**src/rtl/fbdma_pkg.sv**
```systemverilog
package fbdma_pkg;

    typedef enum logic [1:0] {
        ST_IDLE,
        ST_REQ,
        ST_DATA,
        ST_HALT
    } fetch_st_e;

    localparam logic [1:0] LM_PAL_PIX  = 2'd0;
    localparam logic [1:0] LM_PAL_ONLY = 2'd1;

    localparam int unsigned PAL_ENTRY_BYTES   = 2;
    localparam int unsigned PAL_SMALL_ENTRIES = 16;
    localparam int unsigned PAL_LARGE_ENTRIES = 256;

endpackage

```
**src/rtl/fbdma_len_calc.sv**
```systemverilog
module fbdma_len_calc #(
    parameter int unsigned AW       = 32,
    parameter int unsigned MAX_LOG2 = 4,
    parameter int unsigned LENW     = MAX_LOG2 + 1
) (
    input  logic [AW-1:0]   cur_addr,
    input  logic [AW-1:0]   win_ceil,
    input  logic [2:0]      size_code,
    output logic [LENW-1:0] burst_len,
    output logic            last_burst
);
    logic [AW-1:0] remain;
    logic [AW-1:0] cap;
    int unsigned   lg;

    always_comb begin
        remain = ((win_ceil - cur_addr) >> 2) + AW'(1);
        lg     = (int'(size_code) > int'(MAX_LOG2)) ? MAX_LOG2 : int'(size_code);
        cap    = AW'(1) << lg;
        if (remain <= cap) begin
            burst_len  = remain[LENW-1:0];
            last_burst = 1'b1;
        end else begin
            burst_len  = cap[LENW-1:0];
            last_burst = 1'b0;
        end
    end
endmodule

```
**src/rtl/fbdma_beat_cnt.sv**
```systemverilog
module fbdma_beat_cnt #(
    parameter int unsigned LENW = 5
) (
    input  logic            clk,
    input  logic            rst_n,
    input  logic            load,
    input  logic [LENW-1:0] load_len,
    input  logic            beat,
    output logic            burst_done
);
    typedef struct packed {
        logic            active;
        logic [LENW-1:0] len;
        logic [LENW-1:0] cnt;
    } cnt_t;

    cnt_t q, d;

    always_comb begin
        d          = q;
        burst_done = q.active && beat && ((q.cnt + LENW'(1)) == q.len);
        if (load) begin
            d.active = 1'b1;
            d.len    = load_len;
            d.cnt    = '0;
        end else if (q.active && beat) begin
            if (burst_done) d.active = 1'b0;
            else            d.cnt    = q.cnt + LENW'(1);
        end
    end

    always_ff @(posedge clk) begin
        if (!rst_n) q <= '0;
        else        q <= d;
    end

    AST_LOAD_WHEN_FREE: assert property (@(posedge clk) disable iff (!rst_n)
        load |-> !q.active);

    AST_CNT_BELOW_LEN: assert property (@(posedge clk) disable iff (!rst_n)
        q.active |-> (q.cnt < q.len));
endmodule

```
**src/rtl/fbdma_seq.sv**
```systemverilog
module fbdma_seq
    import fbdma_pkg::*;
#(
    parameter int unsigned AW   = 32,
    parameter int unsigned LENW = 5
) (
    input  logic            clk,
    input  logic            rst_n,
    input  logic            en,
    input  logic            dual,
    input  logic [1:0]      mode,
    input  logic            pal_wide,
    input  logic [2:0]      size_code,
    input  logic [AW-1:0]   base0,
    input  logic [AW-1:0]   ceil0,
    input  logic [AW-1:0]   base1,
    input  logic [AW-1:0]   ceil1,
    input  logic [AW-1:0]   pal_base,
    input  logic            rd_gnt,
    input  logic            burst_done,
    input  logic [LENW-1:0] burst_len,
    input  logic            last_burst,
    output logic            rd_req,
    output logic [AW-1:0]   cur_addr,
    output logic [AW-1:0]   cur_ceil,
    output logic [2:0]      code_o,
    output logic            cnt_load,
    output logic            is_pal,
    output logic            buf_sel,
    output logic            evt_eof0,
    output logic            evt_eof1,
    output logic            evt_pal,
    output logic            busy
);
    localparam int unsigned SMALL_BYTES = PAL_SMALL_ENTRIES * PAL_ENTRY_BYTES;
    localparam int unsigned LARGE_BYTES = PAL_LARGE_ENTRIES * PAL_ENTRY_BYTES;

    typedef struct packed {
        fetch_st_e     st;
        logic [AW-1:0] addr;
        logic [AW-1:0] ceil;
        logic          pal;
        logic          bsel;
        logic [2:0]    code;
        logic [1:0]    mode;
        logic          last;
        logic          eof0;
        logic          eof1;
        logic          pald;
    } seq_t;

    seq_t q, d;

    always_comb begin
        d        = q;
        d.eof0   = 1'b0;
        d.eof1   = 1'b0;
        d.pald   = 1'b0;
        rd_req   = 1'b0;
        cnt_load = 1'b0;
        case (q.st)
            ST_IDLE: begin
                if (en) begin
                    d.code = size_code;
                    d.mode = mode;
                    d.bsel = 1'b0;
                    if (mode == LM_PAL_PIX || mode == LM_PAL_ONLY) begin
                        d.addr = pal_base;
                        d.ceil = pal_base + (pal_wide ? AW'(LARGE_BYTES - 1)
                                                      : AW'(SMALL_BYTES - 1));
                        d.pal  = 1'b1;
                    end else begin
                        d.addr = base0;
                        d.ceil = ceil0;
                        d.pal  = 1'b0;
                    end
                    d.st = ST_REQ;
                end
            end
            ST_REQ: begin
                rd_req = 1'b1;
                if (rd_gnt) begin
                    cnt_load = 1'b1;
                    d.last   = last_burst;
                    d.addr   = q.addr + (AW'(burst_len) << 2);
                    d.st     = ST_DATA;
                end
            end
            ST_DATA: begin
                if (burst_done) begin
                    d.st = en ? ST_REQ : ST_IDLE;
                    if (q.last) begin
                        if (q.pal) begin
                            d.pald = 1'b1;
                            if (q.mode == LM_PAL_ONLY) begin
                                d.st = ST_HALT;
                            end else begin
                                d.addr = base0;
                                d.ceil = ceil0;
                                d.pal  = 1'b0;
                                d.bsel = 1'b0;
                            end
                        end else begin
                            d.eof0 = !q.bsel;
                            d.eof1 = q.bsel;
                            d.bsel = dual ? !q.bsel : 1'b0;
                            d.addr = d.bsel ? base1 : base0;
                            d.ceil = d.bsel ? ceil1 : ceil0;
                        end
                    end
                end
            end
            default: begin
                if (!en) d.st = ST_IDLE;
            end
        endcase
    end

    always_ff @(posedge clk) begin
        if (!rst_n) begin
            q      <= '0;
            q.st   <= ST_IDLE;
        end else begin
            q <= d;
        end
    end

    assign cur_addr = q.addr;
    assign cur_ceil = q.ceil;
    assign code_o   = q.code;
    assign is_pal   = q.pal;
    assign buf_sel  = q.bsel;
    assign evt_eof0 = q.eof0;
    assign evt_eof1 = q.eof1;
    assign evt_pal  = q.pald;
    assign busy     = (q.st == ST_REQ) || (q.st == ST_DATA);

    logic [AW:0] burst_end_byte;
    assign burst_end_byte = {1'b0, q.addr} + ({1'b0, AW'(burst_len)} << 2) - (AW+1)'(1);

    AST_REQ_HOLD: assert property (@(posedge clk) disable iff (!rst_n)
        (rd_req && !rd_gnt) |=> (rd_req && $stable(cur_addr) && $stable(burst_len)));

    AST_NO_CROSS: assert property (@(posedge clk) disable iff (!rst_n)
        rd_req |-> (burst_end_byte <= {1'b0, q.ceil}));

    AST_ONE_EVENT: assert property (@(posedge clk) disable iff (!rst_n)
        $onehot0({q.eof0, q.eof1, q.pald}));
endmodule

```
**src/rtl/fbdma_fetch.sv**
```systemverilog
module fbdma_fetch #(
    parameter int unsigned AW             = 32,
    parameter int unsigned DW             = 32,
    parameter int unsigned BURST_MAX_LOG2 = 4,
    parameter int unsigned LENW           = BURST_MAX_LOG2 + 1
) (
    input  logic            clk,
    input  logic            rst_n,
    input  logic            cfg_en,
    input  logic            cfg_dual,
    input  logic [1:0]      cfg_load_mode,
    input  logic            cfg_pal_wide,
    input  logic [2:0]      cfg_burst_code,
    input  logic [AW-1:0]   cfg_base0,
    input  logic [AW-1:0]   cfg_ceil0,
    input  logic [AW-1:0]   cfg_base1,
    input  logic [AW-1:0]   cfg_ceil1,
    input  logic [AW-1:0]   cfg_pal_base,
    output logic            rd_req,
    output logic [AW-1:0]   rd_addr,
    output logic [LENW-1:0] rd_len,
    input  logic            rd_gnt,
    input  logic            rd_valid,
    input  logic [DW-1:0]   rd_data,
    output logic            out_valid,
    output logic [DW-1:0]   out_data,
    output logic            out_pal,
    output logic            out_buf,
    output logic            evt_eof0,
    output logic            evt_eof1,
    output logic            evt_pal_done,
    output logic            busy
);
    localparam int unsigned MAX_WORDS = 1 << BURST_MAX_LOG2;

    logic [AW-1:0]   cur_addr, cur_ceil;
    logic [2:0]      code_q;
    logic [LENW-1:0] burst_len;
    logic            last_burst, burst_done, cnt_load, is_pal, buf_sel;

    fbdma_len_calc #(.AW(AW), .MAX_LOG2(BURST_MAX_LOG2), .LENW(LENW)) u_len (
        .cur_addr  (cur_addr),
        .win_ceil  (cur_ceil),
        .size_code (code_q),
        .burst_len (burst_len),
        .last_burst(last_burst)
    );

    fbdma_beat_cnt #(.LENW(LENW)) u_cnt (
        .clk       (clk),
        .rst_n     (rst_n),
        .load      (cnt_load),
        .load_len  (burst_len),
        .beat      (rd_valid),
        .burst_done(burst_done)
    );

    fbdma_seq #(.AW(AW), .LENW(LENW)) u_seq (
        .clk       (clk),
        .rst_n     (rst_n),
        .en        (cfg_en),
        .dual      (cfg_dual),
        .mode      (cfg_load_mode),
        .pal_wide  (cfg_pal_wide),
        .size_code (cfg_burst_code),
        .base0     (cfg_base0),
        .ceil0     (cfg_ceil0),
        .base1     (cfg_base1),
        .ceil1     (cfg_ceil1),
        .pal_base  (cfg_pal_base),
        .rd_gnt    (rd_gnt),
        .burst_done(burst_done),
        .burst_len (burst_len),
        .last_burst(last_burst),
        .rd_req    (rd_req),
        .cur_addr  (cur_addr),
        .cur_ceil  (cur_ceil),
        .code_o    (code_q),
        .cnt_load  (cnt_load),
        .is_pal    (is_pal),
        .buf_sel   (buf_sel),
        .evt_eof0  (evt_eof0),
        .evt_eof1  (evt_eof1),
        .evt_pal   (evt_pal_done),
        .busy      (busy)
    );

    assign rd_addr = cur_addr;
    assign rd_len  = burst_len;

    typedef struct packed {
        logic          vld;
        logic [DW-1:0] data;
        logic          pal;
        logic          bsel;
    } ostage_t;

    ostage_t o_q, o_d;

    always_comb begin
        o_d      = o_q;
        o_d.vld  = rd_valid && busy;
        o_d.data = rd_data;
        o_d.pal  = is_pal;
        o_d.bsel = buf_sel;
    end

    always_ff @(posedge clk) begin
        if (!rst_n) o_q <= '0;
        else        o_q <= o_d;
    end

    assign out_valid = o_q.vld;
    assign out_data  = o_q.data;
    assign out_pal   = o_q.pal;
    assign out_buf   = o_q.bsel;

    AST_EVT_ON_WORD: assert property (@(posedge clk) disable iff (!rst_n)
        (evt_eof0 || evt_eof1 || evt_pal_done) |-> out_valid);

    AST_EOF1_FROM_BUF1: assert property (@(posedge clk) disable iff (!rst_n)
        (evt_eof1 |-> out_buf) and (evt_eof0 |-> !out_buf));

    AST_PALDONE_ON_PAL: assert property (@(posedge clk) disable iff (!rst_n)
        evt_pal_done |-> out_pal);

    AST_LEN_CAP: assert property (@(posedge clk) disable iff (!rst_n)
        rd_req |-> ((rd_len != '0) && (int'(rd_len) <= int'(MAX_WORDS))));
endmodule

```
**config.mk**
```make
export PLATFORM = sky130hd
export DESIGN_NAME = fbdma_fetch
export DESIGN_NICKNAME = d
export VERILOG_FILES = /design/src/rtl/fbdma_pkg.sv /design/src/rtl/fbdma_len_calc.sv /design/src/rtl/fbdma_beat_cnt.sv /design/src/rtl/fbdma_seq.sv /design/src/rtl/fbdma_fetch.sv
export SDC_FILE = /design/constraint.sdc
export NUM_CORES = 1
export LEC_CHECK = 0
export ABC_AREA = 1
export ABC_CLOCK_PERIOD_IN_PS = 12000
export BUFFER_PORTS_ARGS = -buffer_cell sky130_fd_sc_hd__buf_2
export CAP_MARGIN = 20
export CORE_MARGIN = 1
export CORE_UTILIZATION = 41
export DETAILED_ROUTE_END_ITERATION = 7
export GPL_TIMING_DRIVEN = 0
export MAX_ROUTING_LAYER = met4
export RECOVER_POWER = 100
export SYNTH_ARGS = -nofsm -noshare
export SYNTH_HDL_FRONTEND = slang
export SYNTH_HIERARCHICAL = 1
export SYNTH_SLANG_ARGS = --single-unit
```
**constraint.sdc**
```tcl
create_clock -name clk -period 12 [get_ports clk]
set_input_delay 0.6 -clock clk [delete_from_list [all_inputs] [get_ports clk]]
set_output_delay 0.6 -clock clk [all_outputs]
set_load 0.05 [all_outputs]
```
==> results.tsv <==
metric	value	unit
synthesis.area	0.0133	mm^2
detailed_place_hpwl	51200	um
starting_utilization_of_the_core_area	42.0	%
worst_path_max_delay_cell	sky130_fd_sc_hd__o21ai_0	
path_max_fanout	7	
worstReg2RegEnd	u_seq/cur_addr[29]	
dr.pass1.iters	6	
grt_remaining_overflow	0	
worst_setup_slack_final	4.42	ns
ff2ff_setup_slack	4.42	ns
worst_skew_pair.late_latency	0.43	ns
h-tree-depth	4	
synth.distinct_cells	48	
placement.setup.worst_slack	5.42	ns
fin_tns_setup	0	ns
timing.hold.worst_path_depth	3	
max-cap-violations	0	
placed_area	0.0152	mm^2
die_width	182	um
period_share	63.2	%
clock_tree_from_tritoncts	yes	
crit_path_start_kind	register	
worst_setup_path_type	register to register	
synth_largest_area_cell	sky130_fd_sc_hd__dfxtp_1	
layout_common_cells	sky130_fd_sc_hd__nand2_1 (631), sky130_fd_sc_hd__inv_1 (352), sky130_fd_sc_hd__nor2_1 (329), sky130_fd_sc_hd__buf_2 (217), sky130_fd_sc_hd__o21ai_0 (212)	
clk_pin_slew_worst_paths	0.07	ns
timing.critical_path.to_type	register	
synthesis.instances	2401	
netlist.area_leader.share	18.5	%
asyncSetResetFlopFracSynth	0	%
detail-route-antenna-nets	0	
design.portCount	281	
numPlacedInstances	3084	
fmax	132	MHz
peakVddDrop	0.141	mV
timing_worst_slew_pin_value	0.849	ns
via_count	16400	
p_leak	0.00830	uW
groute.usage.overall	37.3	%
synthesis.yosys.warnings	6	
r2r-start	u_seq/cur_addr[7]	
worst_hold_path_type	primary input to register	
worst_hold_slack	0.347	ns
maxSlewViolCount	0	
min_delay_worst_endpoint	out_data[28]	
finalWeightedCongestion	1.05	
core	0.0317	mm^2
finish.net_count	2960	
initial_antenna_violation_count	1	
clockRootBuffer	sky130_fd_sc_hd__clkbuf_16	
synth_enable_flop_cells	0	
io_buffer_count	279	
tritoncts.num_buffers	17	
initialDrtViolationCount	1445	
first_pass_grt_wire_length	90100	um
vias_per_cell	5.28	
final_layout_size_suffix_gt1_share	15.5	%
critical_path.most_common_cell	sky130_fd_sc_hd__nand2_1	
power_density	268	mW/mm^2
post_cts.repair.setup_buffers	0	
slew_headroom	43.4	%
pin_count_of_the_biggest_net_entering_global_routing	17	
finalHoldViolCount	0	
fin_worst_skew	0.0130	ns
worst_path_largest_cell_delay	0.65	ns
hold_start	rd_data[28]	
postCtsHoldBufs	0	
worst_ep_arrival	7.94	ns
fp.dieH	182	um
routed_wirelength	60300	um
setup_viol	0	
layout.cell_area.non_filler	0.0156	mm^2
finalNonFillerCells	3117	
postSynthRegisterBits	123	
postSynth.topFlopCell	sky130_fd_sc_hd__dfxtp_1	
detail_route.wl_per_cell	19.3	um
timing.critical_path.required	12.36	ns
synth.avg_cell_area	5.54	um^2
rsz0062_at_grt	false	
cts.sink_count	123	
synth.area.top_cells	sky130_fd_sc_hd__dfxtp_1 (19%), sky130_fd_sc_hd__nand2_1 (18%), sky130_fd_sc_hd__inv_1 (9.9%)	
finalCriticalPeriod	7.58	ns
grt_pass1_vias	15200	
layout.cells.most_common	sky130_fd_sc_hd__nand2_1	
rr_worst_depth	42	
drc	0	
cts_repair_resize_count	0	
areaGrowthSynthToFinish	17.3	%
ys_seq_area_share	18.5	%
row_count	65	
die_outline_area	0.0332	mm^2
clockBufferDepth	2	
outcome	complete, no violations	
==> flip-flops by register name, summed over array words and instances, names as in the netlist <==
register        flops
out_buf             1
out_data           32
out_pal             1
out_valid           1
u_cnt/q            11
u_seq/buf_sel       1
u_seq/code_o        3
u_seq/cur_addr     32
u_seq/cur_ceil     32
u_seq/evt_eof0      1
u_seq/evt_eof1      1
u_seq/evt_pal       1
u_seq/is_pal        1
u_seq/q             5
==> stage by stage <==
stage / total power [uW] / util, %
2_1_floorplan: 2830 / -
3_3_place_gp: 3610 / 48.0
3_5_place_dp: 3650 / 48.0
4_1_cts: 4170 / 49.8
5_1_grt: 4560 / 49.2
6_report: 4170 / 49.2
==> synthesized netlist by cell type (10+ instances only) <==
cell	instances
sky130_fd_sc_hd__clkbuf_1	34
sky130_fd_sc_hd__buf_2	20
sky130_fd_sc_hd__o21ai_1	22
sky130_fd_sc_hd__dfxtp_1	123
sky130_fd_sc_hd__xor2_1	11
sky130_fd_sc_hd__a21oi_1	147
sky130_fd_sc_hd__nand2_2	37
sky130_fd_sc_hd__ha_1	54
sky130_fd_sc_hd__nand2_1	628
sky130_fd_sc_hd__buf_4	73
sky130_fd_sc_hd__o21ai_0	195
sky130_fd_sc_hd__nand3b_1	16
sky130_fd_sc_hd__nor2_1	327
sky130_fd_sc_hd__nor3_1	18
sky130_fd_sc_hd__nand4_1	35
sky130_fd_sc_hd__inv_1	351
sky130_fd_sc_hd__nor2_4	11
sky130_fd_sc_hd__nor2_2	14
sky130_fd_sc_hd__a31oi_1	19
sky130_fd_sc_hd__inv_2	20
sky130_fd_sc_hd__nand3_1	169
sky130_fd_sc_hd__nand3_2	10
==> cell type report <==
cell class	instances	area [um^2]
fillers	3595	16100
multi-input cells	1770	8570
flip-flops and latches	123	2460
inverters	373	1400
repair buffers	279	1300
plain buffers	137	797
well taps	402	503
clock buffers	17	425
clock inverters	15	146
diodes	1	2.50
==> critical path, delay by kind of cell, from the launching register on <==
family / cells / cell delay [ns]
simple gates: 31 / 3.95
buf+inv: 5 / 0.68
fa+ha+maj: 3 / 1.15
flops: 1 / 0.48
compound gates: 3 / 1.21
==> report_power, final <==
group          leakage (uW)  internal, uW  switching, uW  total (uW)
clock              0.000278           276            226         502
sequential          0.00102           502           92.3         594
combinational       0.00701           908           2170        3080
==> layer usage <==
metal	track usage, %	vias to the layer above	wire (um)
met1	47.8	7404	26000
met4	15.4	0	2520
met2	59.4	783	27100
li1	-	8158	-
met5	-	-	0
met3	4.59	100	4660
==> how the worst max path moves through the flow <==
stage | from | to | depth (start not counted)
6_report | u_seq/cur_addr[7] | u_seq/cur_addr[29] | 42
5_1_grt | u_seq/cur_addr[7] | u_seq/cur_addr[29] | 42
4_1_cts | u_seq/cur_addr[2] | u_seq/cur_addr[26] | 40
3_5_place_dp | u_seq/cur_addr[2] | u_seq/cur_addr[26] | 41
3_3_place_gp | u_seq/cur_addr[2] | u_seq/cur_addr[26] | 40
2_1_floorplan | u_seq/cur_addr[7] | u_seq/cur_addr[24] | 42
==> kinds of logic after synthesis <==
logic type | synth area share (%)
buffers and inverters | 16.9
muxes | 0.0752
adders and majority gates | 5.23
xor gates and xnor gates | 0.922
other | 0.0282
AOI/OAI and AO/OA | 16.2
and+or+nand+nor | 42.2
DFF | 18.5
(Power assumes the default switching activity.)
